--- config.mk ---
export PLATFORM = sky130hd
export DESIGN_NAME = mt_issue_sel
export DESIGN_NICKNAME = d
export VERILOG_FILES = /design/src/rtl/mt_issue_pkg.sv /design/src/rtl/mt_thr_sb.sv /design/src/rtl/mt_pick.sv /design/src/rtl/mt_issue_sel.sv
export SDC_FILE = /design/constraint.sdc
export NUM_CORES = 2
export LEC_CHECK = 0
export BUFFER_PORTS_ARGS = -buffer_cell sky130_fd_sc_hd__buf_2
export CAP_MARGIN = 20
export CORE_ASPECT_RATIO = 0.75
export CORE_MARGIN = 2
export CORE_UTILIZATION = 44
export DETAILED_ROUTE_END_ITERATION = 16
export PLACE_DENSITY_LB_ADDON = 0.12
export SKIP_CTS_REPAIR_TIMING = 1
export SLEW_MARGIN = 10
export SYNTH_ARGS = -nofsm -noshare
export SYNTH_HDL_FRONTEND = slang
export SYNTH_HIERARCHICAL = 1
export SYNTH_SLANG_ARGS = --single-unit
--- constraint.sdc ---
create_clock -name clk -period 7.4 [get_ports clk]
set_input_delay 1.11 -clock clk [delete_from_list [all_inputs] [get_ports clk]]
set_output_delay 1.11 -clock clk [all_outputs]
set_load 0.01 [all_outputs]
--- src/rtl/mt_issue_pkg.sv ---
package mt_issue_pkg;
    typedef enum logic {
        SEL_ROTATE = 1'b0,
        SEL_STICKY = 1'b1
    } sel_mode_e;
endpackage

--- src/rtl/mt_thr_sb.sv ---
// Per-thread load scoreboard: one busy bit and one down-counter per register.
module mt_thr_sb #(
    parameter int NREG     = 32,
    parameter int LOAD_LAT = 100,
    parameter int RW       = $clog2(NREG),
    parameter int CW       = $clog2(LOAD_LAT)
) (
    input  logic          clk,
    input  logic          rst_n,
    input  logic          valid_i,
    input  logic          load_i,
    input  logic [RW-1:0] rs1_i,
    input  logic [RW-1:0] rs2_i,
    input  logic [RW-1:0] rd_i,
    input  logic          issue_i,
    output logic          ready_o
);
    localparam logic [CW-1:0] ARM_VAL = CW'(LOAD_LAT - 1);

    typedef struct packed {
        logic [NREG-1:0]         busy;
        logic [NREG-1:0][CW-1:0] cnt;
    } sb_t;

    sb_t s_d, s_q;

    always_comb begin
        s_d = s_q;
        for (int r = 0; r < NREG; r++) begin
            if (s_q.busy[r]) begin
                if (s_q.cnt[r] <= CW'(1)) begin
                    s_d.busy[r] = 1'b0;
                    s_d.cnt[r]  = '0;
                end else begin
                    s_d.cnt[r] = s_q.cnt[r] - CW'(1);
                end
            end
        end
        if (issue_i && load_i && (rd_i != '0)) begin
            s_d.busy[rd_i] = 1'b1;
            s_d.cnt[rd_i]  = ARM_VAL;
        end
        ready_o = valid_i && !s_q.busy[rs1_i] && !s_q.busy[rs2_i];
    end

    always_ff @(posedge clk) begin
        if (!rst_n) begin
            s_q <= '0;
        end else begin
            s_q <= s_d;
        end
    end
endmodule

--- src/rtl/mt_pick.sv ---
// Selection policy: rotate every cycle, or hold until stall and search onward.
module mt_pick
    import mt_issue_pkg::*;
#(
    parameter int NTHR = 4,
    parameter int TW   = $clog2(NTHR)
) (
    input  sel_mode_e       mode_i,
    input  logic [TW-1:0]   ptr_i,
    input  logic [NTHR-1:0] rdy_i,
    output logic [TW-1:0]   pick_o,
    output logic            ok_o,
    output logic [TW-1:0]   ptr_nxt_o
);
    logic [TW-1:0] cand [NTHR];

    for (genvar g = 0; g < NTHR; g++) begin : g_cand
        always_comb begin
            if (int'(ptr_i) + g >= NTHR) begin
                cand[g] = TW'(int'(ptr_i) + g - NTHR);
            end else begin
                cand[g] = TW'(int'(ptr_i) + g);
            end
        end
    end

    always_comb begin
        pick_o    = ptr_i;
        ok_o      = 1'b0;
        ptr_nxt_o = ptr_i;
        if (mode_i == SEL_ROTATE) begin
            ok_o      = rdy_i[ptr_i];
            ptr_nxt_o = cand[(NTHR > 1) ? 1 : 0];
        end else begin
            for (int k = 0; k < NTHR; k++) begin
                if (!ok_o && rdy_i[cand[k]]) begin
                    ok_o   = 1'b1;
                    pick_o = cand[k];
                end
            end
            ptr_nxt_o = pick_o;
        end
    end
endmodule

--- src/rtl/mt_issue_sel.sv ---
module mt_issue_sel
    import mt_issue_pkg::*;
#(
    parameter int NTHR     = 4,
    parameter int NREG     = 32,
    parameter int LOAD_LAT = 100,
    localparam int RW      = $clog2(NREG),
    localparam int TW      = $clog2(NTHR)
) (
    input  logic                    clk,
    input  logic                    rst_n,
    input  logic                    mode_i,
    input  logic [NTHR-1:0]         thr_valid_i,
    input  logic [NTHR-1:0]         thr_load_i,
    input  logic [NTHR-1:0][RW-1:0] thr_rs1_i,
    input  logic [NTHR-1:0][RW-1:0] thr_rs2_i,
    input  logic [NTHR-1:0][RW-1:0] thr_rd_i,
    output logic [TW-1:0]           sel_thr_o,
    output logic                    issue_o,
    output logic                    idle_o
);
    localparam int CW = $clog2(LOAD_LAT);

    typedef struct packed {
        logic [TW-1:0] ptr;
    } st_t;

    st_t st_d, st_q;

    logic [NTHR-1:0] rdy_w;
    logic [NTHR-1:0] iss_w;
    logic [TW-1:0]   pick_w;
    logic            ok_w;
    logic [TW-1:0]   ptr_nxt_w;
    sel_mode_e       mode_w;

    assign mode_w = sel_mode_e'(mode_i);

    for (genvar t = 0; t < NTHR; t++) begin : g_thr
        mt_thr_sb #(
            .NREG(NREG), .LOAD_LAT(LOAD_LAT), .RW(RW), .CW(CW)
        ) u_sb (
            .clk    (clk),
            .rst_n  (rst_n),
            .valid_i(thr_valid_i[t]),
            .load_i (thr_load_i[t]),
            .rs1_i  (thr_rs1_i[t]),
            .rs2_i  (thr_rs2_i[t]),
            .rd_i   (thr_rd_i[t]),
            .issue_i(iss_w[t]),
            .ready_o(rdy_w[t])
        );
        assign iss_w[t] = ok_w && (pick_w == TW'(t));
    end

    mt_pick #(.NTHR(NTHR), .TW(TW)) u_pick (
        .mode_i   (mode_w),
        .ptr_i    (st_q.ptr),
        .rdy_i    (rdy_w),
        .pick_o   (pick_w),
        .ok_o     (ok_w),
        .ptr_nxt_o(ptr_nxt_w)
    );

    always_comb begin
        st_d      = st_q;
        st_d.ptr  = ptr_nxt_w;
        sel_thr_o = pick_w;
        issue_o   = ok_w;
        idle_o    = !ok_w;
    end

    always_ff @(posedge clk) begin
        if (!rst_n) begin
            st_q <= '0;
        end else begin
            st_q <= st_d;
        end
    end
endmodule

==> summary.md <==
| Metric | Value |
|---|---|
| Status | `finished clean` |
| Tot Pwr | `11.74 mW` |
| Non-Filler Instances | `just under 8000` |
| Worst reg2reg path depth | `16` |
| Area added between synthesis and finish | `10.49%` |
| Final Max Tran Viols | `0` |
| Power Dens Cells | `204.6 nW/um^2` |
| Via count of the first global-routing pass | `37550` |
| Filler cells | `around 11000` |
| Worst-path clk slew | `around 0.06 ns` |
| CP Launch Point | `thr_rs2_i[18]` |
| Die Wd | `around 400 um` |
| Antenna viol nets, final | `0` |
| Core area | `117400 um^2` |
| Synth Area in Compound Gates | `a little over an eighth` |
| Final Worst Setup Slack | `1.853 ns` |
| Worst Skew | `0.03257 ns` |
| Fmax | `~180 MHz` |
| CP endpoint | `sel_thr_o[0]` |
| Initial antenna violation count | `3` |
| Vias per cell | `approximately 5.2` |
| IO buf count | `74` |
| Post-detail-place hpwl | `just under 80 mm` |
| Yosys top cell by area | `dfxtp_1` |
| EDFF count, synth | `0` |
| CTS tree | `built` |
| IO Count | `75` |
| Yosys warning total | `6` |
| Max-cap viol count | `0` |
| Mux contribution to synthesized area | `approximately 7%` |
| Worst-Margin Slew | `between 1 and 1.5 ns` |
| Latest clock arrival within the worst-skew pair | `between 0.7 and 0.8 ns` |
| Largest family of logic cells by synthesized area | `simple AND/OR/NAND/NOR gates` |
| Count of different cell masters after synthesis | `between 70 and 80` |
| Worst setup path class | `input pin to output pin` |
| Synth Area in Simple Gates | `roughly 22%` |
| Final setup vio count | `0` |
| Iteration-0 DRC Markers | `2174` |
| Reg2reg setup slack | `2.23 ns` |
| Drt wl/cell | `between 10 and 15 um` |
| Largest net degree at the start of global routing | `between 80 and 90` |
| Synthesized area per cell | `8.514 um^2` |
| Worst setup SP type | `input pin` |
| Layout cell share with drive strength beyond 1 | `under 10%` |
| Vias | `approximately 40000` |
| Die ar. | `about 120000 um^2` |
| Reg2reg end | `g_thr[0].u_sb/s_q[122]` |
| H-tree Lvls | `3` |
| Static leakage | `20.37 nW` |
| Fin Setup TNS | `0 ns` |
| Adder-cell share of the synthesized area | `about 6.2%` |
| Crit path DAT | `approximately 4.4 ns` |
| Initial core utilization | `44.21%` |
| Fin. Hold Viols | `0` |
| Clock buffer depth | `3` |
| Sequential-to-total area share from yosys stat | `39.57%` |
| Die height | `~300 um` |
| Worst EP required | `about 6.3 ns` |
| Synth top area share | `approximately 40%` |
| R2r startpoint | `g_thr[3].u_sb/s_q[253]` |
| RSZ-0062 raised after global routing | `false` |
| Total CTS buffers | `between 100 and 150` |
| FF+latch count, synth | `about 1000` |
| Relative slew margins | `33.16%` |
| Post-route clock period utilization | `between 70% and 80%` |
| CTS root buffer | `clkbuf_16` |
| Clk sinks | `approximately 1000` |
| Pre-Repair DR Iteration Count | `5` |
| Cell Area, Synth | `51910 um^2` |
| Final nets | `between 6000 and 7000` |
| Post-synth ARST share | `0%` |
| Synth Flop Type | `dfxtp_1` |
| Placed insts | `7573` |
| Overflow after GRT | `0` |
| Max FO, Critical Path | `6` |
| Max IR drop VDD | `between 0.15 and 0.2 mV` |
| Crit end category | `output pin` |
| Mapped Cells | `about 6100` |
| DRT Wirelength | `112.4 mm` |
| Final min period | `5.547 ns` |
| Synth top area cells | `dfxtp_1 (40%), ha_1 (6.2%), nor2_1 (5.8%)` |
| Min-Delay Path Class | `register to register` |
| Final Hold Slack | `between 0.4 and 0.5 ns` |
| Cell Rows | `about 110` |
| DRC viols | `0` |
| XOR/XNOR share of the synthesized area | `7.508%` |
| GR Util All Layers | `between 10% and 20%` |
| First-pass GRT wire length | `between 150 and 200 mm` |
| Final Wtd Congestion | `between 0.8 and 0.9` |
| Mapped Nets | `roughly 6400` |
| Pre-CTS setup slack | `1.373 ns` |
## cell usage in the layout (no fill, tap or decap), drive strengths merged, types with 15 or more instances in the layout
| cell type | n |
|---|---|
| xnor2 | 290 |
| nand2 | 554 |
| and2 | 17 |
| a21oi | 521 |
| nor3 | 302 |
| or3 | 23 |
| nor3b | 27 |
| o211a | 44 |
| o21bai | 27 |
| ha | 256 |
| o221a | 62 |
| dfxtp | 1026 |
| nand3 | 200 |
| clkbuf | 167 |
| nand2b | 129 |
| nor4b | 43 |
| nor4 | 116 |
| mux2 | 96 |
| or2 | 16 |
| o21a | 35 |
| o211ai | 55 |
| clkinv | 16 |
| nor2 | 802 |
| buf | 94 |
| xor2 | 155 |
| o21ai | 244 |
| nor2b | 105 |
| mux4 | 64 |
| o31ai | 23 |
| nand3b | 36 |
| mux2i | 103 |
| inv | 368 |
| or4 | 29 |
| nand4 | 15 |
| a31oi | 43 |
## how the worst min path moves through the flow
| stage | startpoint | slack [ns] | end | cells after the start |
|---|---|---|---|---|
| after detailed placement | g_thr[2].u_sb/s_q[142] | 0.47 | g_thr[2].u_sb/s_q[142] | 2 |
| after global placement | g_thr[2].u_sb/s_q[135] | 0.47 | g_thr[2].u_sb/s_q[135] | 2 |
| after CTS | g_thr[1].u_sb/s_q[156] | 0.48 | g_thr[1].u_sb/s_q[156] | 2 |
| final | g_thr[1].u_sb/s_q[156] | 0.47 | g_thr[1].u_sb/s_q[156] | 2 |
| after floorplan | g_thr[0].u_sb/s_q[114] | 0.45 | g_thr[0].u_sb/s_q[114] | 2 |
| after global routing | g_thr[0].u_sb/s_q[208] | 0.50 | g_thr[0].u_sb/s_q[208] | 2 |
## report_power, final
group          total [mW]  internal [mW]  leakage [nW]  switching (mW)
clock                5.62           3.33          1.81            2.29
sequential           5.59           5.56          8.26          0.0374
combinational       0.521          0.172          10.3           0.349
total                11.7           9.06          20.4            2.68
## area by class of cell
type                            instances  area [um^2]  area share, %
Multi-Input combinational cell       4537        29260          51.02
Sequential cell                      1026        20540          35.81
Clock buffer                          167         3248          5.663
Tap cell                             1554         1944          3.390
Inverter                              362         1369          2.386
Timing Repair Buffer                   94        543.0         0.9467
Clock inverter                         35        439.2         0.7657
Antenna cell                            4        10.01        0.01745
## cells in the mapped netlist (16+ instances only)
master	number
and2_1	17
nand3b_1	36
nor2_1	802
or4_1	29
or3_1	23
mux4_2	42
o211a_1	44
mux2_1	16
o21ai_0	217
ha_1	256
nor4_1	116
nor3b_1	26
a21oi_1	521
xnor2_1	290
clkbuf_1	129
a31oi_1	42
o211ai_1	55
mux4_1	22
nor4b_1	41
o21a_1	35
xor2_1	155
nand2b_1	129
inv_1	355
dfxtp_1	1026
nor3_1	302
mux2_2	80
nand3_1	200
nand2_1	554
o221a_2	54
o21ai_1	27
o21bai_1	27
nor2b_1	104
mux2i_1	103
o31ai_1	23
## logic make-up after synthesis
family,after synthesis
flops,1026
compound gates,1119
mux,263
simple gates,2454
buf+inv,534
xor+xnor,445
fa+ha+maj,256
## per-layer routing
| metal | track usage (%) | vias up | part of all wire [%] |
|---|---|---|---|
| met5 | 0 | - | 0 |
| met4 | 4.509 | 0 | 2.0 |
| met3 | 3.707 | 164 | 4.3 |
| met2 | 28.54 | 511 | 42 |
| met1 | 25.58 | 18510 | 52 |
| li1 | - | 21290 | - |
## worst max-delay path, stage by stage
cell and delay, ns:
buf_2 0.17, mux4_1 0.59, mux4_2 0.48, mux2_2 0.28
nor4b_2 0.27, buf_4 0.22, and2b_1 0.21, a22o_1 0.23
nand2_1 0.09, a31oi_2 0.10, xnor2_1 0.34, buf_2 0.33
## state kept, by name (all words and copies together), names as in the netlist
signal,cells
st_q,2
g_thr.u_sb/s_q,1024
## metrics by stage
stage,cell area (um^2),utilization [%]
after global routing,57350,48.84
after CTS,57350,48.84
after floorplan,51910,-
after global placement,53660,45.70
final,57360,48.85
after detailed placement,53660,45.70
No activity file was read; power rests on OpenSTA's default activity.
